File: src/rtl/tmr_mul_pkg.sv
// Shared types for the triple-redundant sequential multiplier.
// Assumes nothing beyond IEEE 1800-2017 packages.
package tmr_mul_pkg;

    // Control phases of one multiplication
    typedef enum logic [1:0] {
        ST_IDLE = 2'd0,
        ST_ACC  = 2'd1,
        ST_FIN  = 2'd2
    } mul_state_t;

endpackage

File: src/rtl/tmr_csa_row.sv
// Word-wide 3:2 carry-save adder, truncated to W bits.
// The carry word is shifted up by one place, and the carry out of the top bit is dropped.
// Assumes modulo-2^W arithmetic is wanted.
module tmr_csa_row #(
    parameter int W = 64
) (
    input  logic [W-1:0] x,
    input  logic [W-1:0] y,
    input  logic [W-1:0] z,
    output logic [W-1:0] s,
    output logic [W-1:0] c
);
    logic [W-1:0] maj;

    // Bitwise sum and majority, carry shifted to next weight
    always_comb begin
        s   = x ^ y ^ z;
        maj = (x & y) | (x & z) | (y & z);
        c   = {maj[W-2:0], 1'b0};
    end
endmodule

File: src/rtl/tmr_mul_pe.sv
// One reduction element of the multiplier. It builds ROWS partial-product rows
// from the pre-shifted multiplicand and the low ROWS multiplier bits. A chain of
// 4-2 compressors (two 3:2 rows each) folds those rows into the incoming
// carry-save pair. Assumes ROWS is even and every row is already truncated to N bits.
module tmr_mul_pe #(
    parameter int N    = 64,
    parameter int ROWS = 4
) (
    input  logic [N-1:0]    acc_s,
    input  logic [N-1:0]    acc_c,
    input  logic [N-1:0]    mcand,
    input  logic [ROWS-1:0] mbits,
    output logic [N-1:0]    out_s,
    output logic [N-1:0]    out_c
);
    localparam int LEVELS = ROWS / 2;

    logic [ROWS-1:0][N-1:0]   rows;
    logic [LEVELS:0][N-1:0]   ss;
    logic [LEVELS:0][N-1:0]   cc;
    logic [LEVELS-1:0][N-1:0] ms;
    logic [LEVELS-1:0][N-1:0] mc;

    // Partial-product rows, bits above N-1 discarded by the shift width
    for (genvar j = 0; j < ROWS; j++) begin : g_row
        assign rows[j] = mbits[j] ? (mcand << j) : '0;
    end

    assign ss[0] = acc_s;
    assign cc[0] = acc_c;

    // Chain of 4-2 compressors, each absorbing two rows
    for (genvar p = 0; p < LEVELS; p++) begin : g_cmp
        tmr_csa_row #(.W(N)) u_lo (
            .x(ss[p]), .y(cc[p]), .z(rows[2*p]),
            .s(ms[p]), .c(mc[p])
        );
        tmr_csa_row #(.W(N)) u_hi (
            .x(ms[p]), .y(mc[p]), .z(rows[2*p+1]),
            .s(ss[p+1]), .c(cc[p+1])
        );
    end

    assign out_s = ss[LEVELS];
    assign out_c = cc[LEVELS];
endmodule

File: src/rtl/tmr_vote3.sv
// Bitwise two-of-three voter with a disagreement indication.
// Assumes at most one input is faulty for the vote to be correct.
module tmr_vote3 #(
    parameter int W = 64
) (
    input  logic [W-1:0] a,
    input  logic [W-1:0] b,
    input  logic [W-1:0] c,
    output logic [W-1:0] v,
    output logic         differ
);
    // Majority per bit, then flag any input that departs from it
    always_comb begin
        v      = (a & b) | (a & c) | (b & c);
        differ = |((a ^ v) | (b ^ v) | (c ^ v));
    end
endmodule

File: src/rtl/tmr_iter_mul.sv
// Sequential truncating multiplier with a triplicated reduction element.
// An accepted start captures the operands. Each accumulation cycle, three copies
// of the element fold ROWS rows into the carry-save accumulator, and only the voted
// words are stored. A final cycle adds sum and carry. Assumes N is a multiple of
// ROWS and ROWS is even.
module tmr_iter_mul #(
    parameter int N    = 64,
    parameter int ROWS = 4
) (
    input  logic         clk,
    input  logic         rst_n,
    input  logic         start,
    input  logic [N-1:0] op_a,
    input  logic [N-1:0] op_b,
    input  logic [1:0]   inj_sel,
    output logic [N-1:0] product,
    output logic         done,
    output logic         mismatch
);
    import tmr_mul_pkg::*;

    localparam int STAGES = N / ROWS;
    localparam int SW     = (STAGES > 1) ? $clog2(STAGES) : 1;
    localparam logic [SW-1:0] LAST = SW'(STAGES - 1);

    mul_state_t       state;
    logic [SW-1:0]    stage;
    logic [N-1:0]     a_sh;
    logic [N-1:0]     b_sh;
    logic [N-1:0]     acc_s;
    logic [N-1:0]     acc_c;
    logic [2:0][N-1:0] pe_s;
    logic [2:0][N-1:0] pe_c;
    logic [2:0][N-1:0] rep_s;
    logic [2:0][N-1:0] rep_c;
    logic [N-1:0]     vote_s;
    logic [N-1:0]     vote_c;
    logic             diff_s;
    logic             diff_c;
    logic             accept;

    assign accept = (state == ST_IDLE) && start;

    // Three identical copies of the reduction element, each with a test inversion
    for (genvar r = 0; r < 3; r++) begin : g_rep
        tmr_mul_pe #(.N(N), .ROWS(ROWS)) u_pe (
            .acc_s(acc_s), .acc_c(acc_c),
            .mcand(a_sh), .mbits(b_sh[ROWS-1:0]),
            .out_s(pe_s[r]), .out_c(pe_c[r])
        );
        assign rep_s[r] = pe_s[r] ^ {N{inj_sel == 2'(r + 1)}};
        assign rep_c[r] = pe_c[r] ^ {N{inj_sel == 2'(r + 1)}};
    end

    tmr_vote3 #(.W(N)) u_vote_s (
        .a(rep_s[0]), .b(rep_s[1]), .c(rep_s[2]), .v(vote_s), .differ(diff_s)
    );
    tmr_vote3 #(.W(N)) u_vote_c (
        .a(rep_c[0]), .b(rep_c[1]), .c(rep_c[2]), .v(vote_c), .differ(diff_c)
    );

    // Phase sequencing and stage counting
    always_ff @(posedge clk) begin
        if (!rst_n) begin
            state <= ST_IDLE;
            stage <= '0;
        end else begin
            case (state)
                ST_IDLE: if (start) begin
                    state <= ST_ACC;
                    stage <= '0;
                end
                ST_ACC: begin
                    if (stage == LAST) state <= ST_FIN;
                    else               stage <= stage + 1'b1;
                end
                default: state <= ST_IDLE;
            endcase
        end
    end

    // Operand shifting and voted carry-save accumulation
    always_ff @(posedge clk) begin
        if (!rst_n) begin
            a_sh  <= '0;
            b_sh  <= '0;
            acc_s <= '0;
            acc_c <= '0;
        end else if (accept) begin
            a_sh  <= op_a;
            b_sh  <= op_b;
            acc_s <= '0;
            acc_c <= '0;
        end else if (state == ST_ACC) begin
            a_sh  <= a_sh << ROWS;
            b_sh  <= b_sh >> ROWS;
            acc_s <= vote_s;
            acc_c <= vote_c;
        end
    end

    // Final addition, completion pulse and sticky disagreement flag
    always_ff @(posedge clk) begin
        if (!rst_n) begin
            product  <= '0;
            done     <= 1'b0;
            mismatch <= 1'b0;
        end else begin
            done <= (state == ST_FIN);
            if (state == ST_FIN) product <= acc_s + acc_c;
            if (accept)
                mismatch <= 1'b0;
            else if (state == ST_ACC && (diff_s || diff_c))
                mismatch <= 1'b1;
        end
    end
endmodule

File: config.mk
export PLATFORM = sky130hd
export DESIGN_NAME = tmr_iter_mul
export DESIGN_NICKNAME = d
export VERILOG_FILES = /design/src/rtl/tmr_mul_pkg.sv /design/src/rtl/tmr_csa_row.sv /design/src/rtl/tmr_mul_pe.sv /design/src/rtl/tmr_vote3.sv /design/src/rtl/tmr_iter_mul.sv
export SDC_FILE = /design/constraint.sdc
export NUM_CORES = 1
export LEC_CHECK = 0
export BUFFER_PORTS_ARGS = -buffer_cell sky130_fd_sc_hd__buf_2
export CORE_MARGIN = 4
export CORE_UTILIZATION = 58
export CTS_BUF_LIST = sky130_fd_sc_hd__clkbuf_16
export CTS_CLUSTER_DIAMETER = 50
export DETAILED_ROUTE_END_ITERATION = 6
export PLACE_DENSITY = 0.87
export SKIP_LAST_GASP = 1
export SYNTH_ARGS = -nofsm -noshare
export SYNTH_HDL_FRONTEND = slang
export SYNTH_HIERARCHICAL = 1
export SYNTH_SLANG_ARGS = --single-unit
File: constraint.sdc
create_clock -name clk -period 4.75 [get_ports clk]
set_input_delay 1.1875 -clock clk [delete_from_list [all_inputs] [get_ports clk]]
set_output_delay 1.1875 -clock clk [all_outputs]
set_load 0.05 [all_outputs]
==> results of run 1 <==
[kinds of logic after synthesis]
group                    Yosys count  share of synthesized area (%)
AND/OR/NAND/NOR                 1785                           21.3
AO/OA/AOI/OAI                    907                           13.1
adder cells (fa/ha/maj)          863                           37.8
XOR/XNOR                         450                           9.51
flip-flops                       328                           15.2
buffers and inverters            295                           2.95
other                             15                          0.130
multiplexers                       1                         0.0260
[flip-flops by register name, indices dropped and copies added (netlist names)]
signal    count
product      64
acc_c        64
mismatch      1
state         2
b_sh         64
a_sh         64
done          1
stage         4
acc_s        64
[cell usage in the layout, fill, tap and decap left out, types with 11 or more instances in the layout]
master,n
xor3_1,11
ha_1,66
buf_4,544
maj3_1,40
a21boi_0,20
buf_12,27
clkbuf_16,61
buf_2,198
inv_1,21
xor2_1,22
a2bb2oi_1,15
nand3_1,48
conb_1,30
a21oi_1,446
a211oi_1,13
nand4_1,34
o211ai_1,18
o2bb2ai_1,13
fa_1,728
o22ai_1,20
and2_2,171
xnor2_2,34
nand2_1,613
o2111ai_1,12
a21o_1,29
nor3_1,34
a22oi_1,122
o21bai_1,36
a31oi_1,11
nor4_1,11
nor2_1,199
or3_1,12
xnor2_1,382
o21ai_0,58
dfxtp_1,324
inv_6,13
fa_2,29
and2_1,579
and3_1,26
[stage by stage]
stage | std cells | power, mW | cell area (um^2) | hold WS, ns | setup slack, ns
6_report | 6240 | 12.4 | 52000 | 0.445 | -0.533
5_1_grt | 6233 | 12.8 | 52000 | 0.463 | -0.597
4_1_cts | 6232 | 12.2 | 51700 | 0.447 | -0.389
3_5_place_dp | 6109 | 7.34 | 49000 | 0.441 | -1.01
3_3_place_gp | 6109 | 7.23 | 49000 | 0.434 | -0.865
2_1_floorplan | 4659 | 5.39 | 43400 | 0.437 | 0.0279
[worst min-delay path, delay by kind of cell, from the launching register on]
family / cells / cell delay (ns)
DFF: 1 / 0.30
and+or+nand+nor: 1 / 0.05
AOI/OAI and AO/OA: 1 / 0.05
[path summary, 6_finish.rpt]
kind	startpoint	end	cells after the start
setup / recovery	b_sh[0]	mismatch	16
hold / removal	product[14]	product[14]	2
setup reg to reg	b_sh[0]	mismatch	16
hold reg to reg	product[14]	product[14]	2
[metal layers]
layer,routed length [um],vias up,GRT usage (%),share of wire (%)
met2,71000,2578,62.2,44
met5,41,-,0,0.026
met3,20100,609,12.3,13
met4,10800,6,20.6,6.7
li1,-,16600,-,-
met1,58200,19500,51.7,36
[power groups by stage]
stage                     sequential (mW)  clock (mW)  combinational, mW
after floorplan                      3.07           0               2.32
after global placement               3.10           0               4.13
after detailed placement             3.11           0               4.23
after CTS                            3.05        4.74               4.39
after global routing                 3.07        4.86               4.84
final                                3.05        4.72               4.65
[final cells by class]
class | count | area [um^2] | share of cell area (%)
Inverter | 20 | 80.1 | 0.154
Antenna cell | 8 | 20.0 | 0.0385
Multi-Input combinational cell | 4036 | 36200 | 69.5
Sequential cell | 328 | 6580 | 12.6
Clock inverter | 50 | 672 | 1.29
Timing Repair Buffer | 778 | 5780 | 11.1
Tap cell | 959 | 1200 | 2.31
Clock buffer | 61 | 1530 | 2.93
[what timing repair did]
| item | CTS | global route |
|---|---|---|
| cloned | 2 | 0 |
| setup endpoints to repair | 1 | 1 |
| gates resized for setup | 79 | 62 |
| endpoints found under the hold margin | 0 | 0 |
| buffers inserted | 10 | 0 |
| pin swaps | 29 | 18 |
==> flow_summary.ini, run 1 <==
[outcome]
status = finished with violations
violations = setup timing

[critical_path]
crit_slowest_cell = fa_2
worstSetupEndpointType = register
slowest_delay_ns = 0.60
crit_family = adder cells
crit_type = register to register
crit_arrival_ns = 5.82
worst_setup_path_start_kind = register
cp_num_buf_inv = 3
path_cells = buf_12 > bufbuf_16 > buf_4 > and2_1 > fa_1 > fa_2 > fa_1 > fa_1 > xnor2_1 > and3_1 > o22ai_1 > nor4_1 > nand4_1 > or4_1 > o21ai_2 > a21oi_1
cp.required_ns = 5.29
critPathMostFrequentCell = fa_1
critical_path_peak_fanout = 31
r2r_setup_slack_ns = -0.53

[global_routing]
grt_antenna_before_repair = 5
grt_pass1_vias = 40000
grt_usage_pct = 40.3
grt_max_degree = 171
grt_pass1_wl_um = 242000
gr-total-overflow = 0

[route]
first_iter_violations = 4790
wl_per_cell_um = 25.7
vias = 39300
postRouteAntennaNets = 0
vias_per_cell = 6.29
drc = 0
wirelength_um = 160000
drt_first_pass_iters = 6

[pwr]
switchingPower_mw = 4.70
intPower_mw = 7.73
power_density_nw_per_um2 = 239
leakage_nw = 24.1
p_seq_share_pct = 24.6
power_switching_share_pct = 37.8
combinationalPowerShare_pct = 37.4
clkPwrFrac_pct = 38.0
irDropWorstVdd_mv = 0.310

[sta]
fin_tns_setup_ns = -0.533
rsz0062_at_grt = yes
layout_setup_ws_ns = -0.533
report.final.hold_viol_count = 0
slew_headroom_pct = 14.3
max_freq_mhz = 189
slew_viol_final = 0
setup_viol = 1
finalClockSkew_ns = 0.0580
post-route-period-util_pct = 111
fin_crit_ns = 5.28
worst_pin_slew_ns = 1.29

[placed_design]
portBuffers = 198
hpwl_um = 123000
place.gp.congestion = 1.13

[synthesis]
yosysMostFrequentCell = fa_1
synthArstFlopShare_pct = 0
synth_edf_count = 0
synth_cell_types = 73
synth_common_cells = fa_1 (757), nand2_1 (618), and2_1 (583)
synth_cells = 4644
synth_area_leaders = fa_1 (35%), dfxtp_1 (15%), and2_1 (8.4%)
yosysWarnings = 6
syn_area_per_cell_um2 = 9.33
yosys.area.top_type = fa_1
synth_top_area_share_pct = 35.0
yosysSeqAreaShare_pct = 15.2
yosys_register_bits = 328
synth_area_um2 = 43300
synthFlopType = dfxtp_1

[cts]
path_clk_slew_ns = 0.05
ctsHtreeMaxLevel = 2
cts_tree = done
root_buffer = clkbuf_16
clockBufferDepth = 3
clkSinkCount = 328
clk_latency_ns = 0.68
numCtsBuffers = 60
cts-hold-fix-buffers = 0

[floorplanning]
initial_utilization_pct = 59.0
dieHeight_um = 281
pin_count = 199
die_x_um = 281
rows = 99
die_area_um2 = 79100
coreArea_um2 = 73500

[layout]
drive_gt1_share_pct = 22.8
area_delta_synth_final_pct = 20.1
fin_util_pct = 70.9
nNetsFinal = 6180
fillers = 5100

[flow_run]
max_cap_viol_count = 0

[min_path]
hold_path_class = register to register
(Power assumes the default switching activity.)
==> run 2: changes to the inputs <==
--- a/config.mk
+++ b/config.mk
@@ -12,6 +12,7 @@
 export CTS_CLUSTER_DIAMETER = 50
 export DETAILED_ROUTE_END_ITERATION = 6
 export PLACE_DENSITY = 0.87
+export REMOVE_ABC_BUFFERS = 1
 export SKIP_LAST_GASP = 1
 export SYNTH_ARGS = -nofsm -noshare
 export SYNTH_HDL_FRONTEND = slang
==> run 2 against run 1 <==
The flow still finishes with violations (setup timing). Worst hold slack better by 0.0030 ns. Register-to-register slack worse by 0.02 ns. Critical path type unchanged. Sequential power hardly changed. Highest routed layer is now met4. Maximum frequency is 0.45% lower. Via count is 0.19% higher. Wire length is 0.16% higher. Die area stayed put. Utilization is 1.0 points lower. Cell area is 1.5% lower. Cell count is 0.87% lower.
==> flow_summary.ini, run 2 (synthesis results as in run 1) <==
[critical_path]
crit_arrival_ns = 5.78
slowest_delay_ns = 0.58
cp.required_ns = 5.22
crit_start = b_sh[0]
crit_slowest_cell = fa_1
worst_setup_path_start_kind = register
crit_family = adder cells
critPathMostFrequentCell = fa_1
path_cells = buf_12 > and2_1 > fa_1 > fa_1 > fa_1 > fa_1 > xnor2_2 > buf_4 > nand3_1 > a22oi_2 > o2111ai_1 > or4_1 > or4_1 > o21ai_1 > a21oi_1
cp_num_buf_inv = 2
crit_type = register to register
critical_path_peak_fanout = 27
worstSetupEndpointType = register
rr_startpoint = b_sh[0]

[placed_design]
postPlaceCellArea_um2 = 48900
dp.cells = 6077
place.gp.congestion = 1.08
hpwl_um = 123000
portBuffers = 198
dp_slack_ns = -0.842

[route]
wl_met2_um = 70000
wirelength_um = 160000
postRouteAntennaNets = 0
vias_per_cell = 6.36
wl_met1_um = 54800
first_iter_violations = 4429
maxUsedRoutingLayer = met4
met3_length_um = 21000
drc = 0
drt_first_pass_iters = 7
wl_per_cell_um = 25.9
vias = 39300

[pwr]
leakage_nw = 23.8
power_density_nw_per_um2 = 232
irDropWorstVdd_mv = 0.268

[global_routing]
grt_usage_pct = 40.3
grt_pass1_wl_um = 242000
grt_pass1_vias = 41200
grt_antenna_before_repair = 4
grt_max_degree = 91
gr-total-overflow = 0

[sta]
setup_viol = 1
worst_pin_slew_ns = 1.12
layout_setup_ws_ns = -0.557
max_freq_mhz = 188
rsz0062_at_grt = yes
slew_viol_final = 0
report.final.hold_viol_count = 0
finalClockSkew_ns = 0.0357
post-route-period-util_pct = 112
slew_headroom_pct = 25.2
fin_crit_ns = 5.31

[cts]
ctsHtreeMaxLevel = 2
root_buffer = clkbuf_16
clockBufferDepth = 3
numCtsBuffers = 55
clk_latency_ns = 0.64
path_clk_slew_ns = 0.06
cts_tree = done
clkSinkCount = 328

[min_path]
hp-start = product[37]
hold_path_class = register to register

[flow_run]
max_cap_viol_count = 0

[layout]
layout_common_cells = fa_1 (749), nand2_1 (615), and2_1 (580)
regArea_um2 = 6580
post-route-cell-area_um2 = 51300
nNetsFinal = 6134
final_cells = 6186
area_delta_synth_final_pct = 18.4
final_common_cell = fa_1
drive_gt1_share_pct = 21.2
fillers = 5128
multi_input_area_um2 = 36000

[outcome]
violations = setup timing
status = finished with violations

[floorplanning]
die_x_um = 281
initial_utilization_pct = 59.0
coreArea_um2 = 73500
dieHeight_um = 281
die_area_um2 = 79100
pin_count = 199
rows = 99
-- run 2: stage by stage --
step	utilization, %	total power, mW	TNS [ns]	hold WS, ns
finish	69.8	11.9	-0.557	0.448
global route	69.8	12.2	-0.609	0.469
CTS	69.6	11.6	-0.280	0.450
detailed placement	66.5	7.33	-0.842	0.442
global placement	66.5	7.19	-1.06	0.436
floorplan	-	5.40	-2231.02	0.437
-- run 2: worst paths after layout --
kind / slack [ns] / end / cells after the start
worst max-delay path: -0.56 / mismatch / 15
worst min-delay path: 0.45 / product[37] / 2
worst max register to register: -0.56 / mismatch / 15
worst min register to register: 0.45 / product[37] / 2
-- run 2: routing by layer --
| metal | GRT usage (%) | vias to the layer above |
|---|---|---|
| li1 | - | 16400 |
| met1 | 48.0 | 19200 |
| met3 | 13.4 | 846 |
| met2 | 62.0 | 2801 |
| met4 | 28.0 | 0 |
| met5 | 0 | - |
-- run 2: timing repair --
item,4_1_cts,5_1_grt
pin swaps,17,5
buffers inserted,1,0
setup endpoints to repair,1,1
hold buffers,0,0
gates resized for setup,58,28
cloned,2,0
-- run 2: power breakdown --
part / switching [mW] / leakage, nW / internal (mW)
Sequential: 0.190 / 2.67 / 2.87
Clock: 1.74 / 0.936 / 2.47
Combinational: 2.66 / 20.2 / 1.97
Total: 4.58 / 23.8 / 7.31
-- run 2: layout make-up --
cell class	count	share of cell area (%)
Clock buffer	57	2.78
Antenna cell	4	0.0195
Timing Repair Buffer	737	10.7
Clock inverter	45	0.935
Sequential cell	328	12.8
Multi-Input combinational cell	4036	70.3
Tap cell	959	2.34
Inverter	20	0.156
-- run 2: tightest hold or removal path, stage by stage, from the launching register on --
cell,delay (ns)
dfxtp_1,0.30
nand2_1,0.05
a21oi_1,0.05
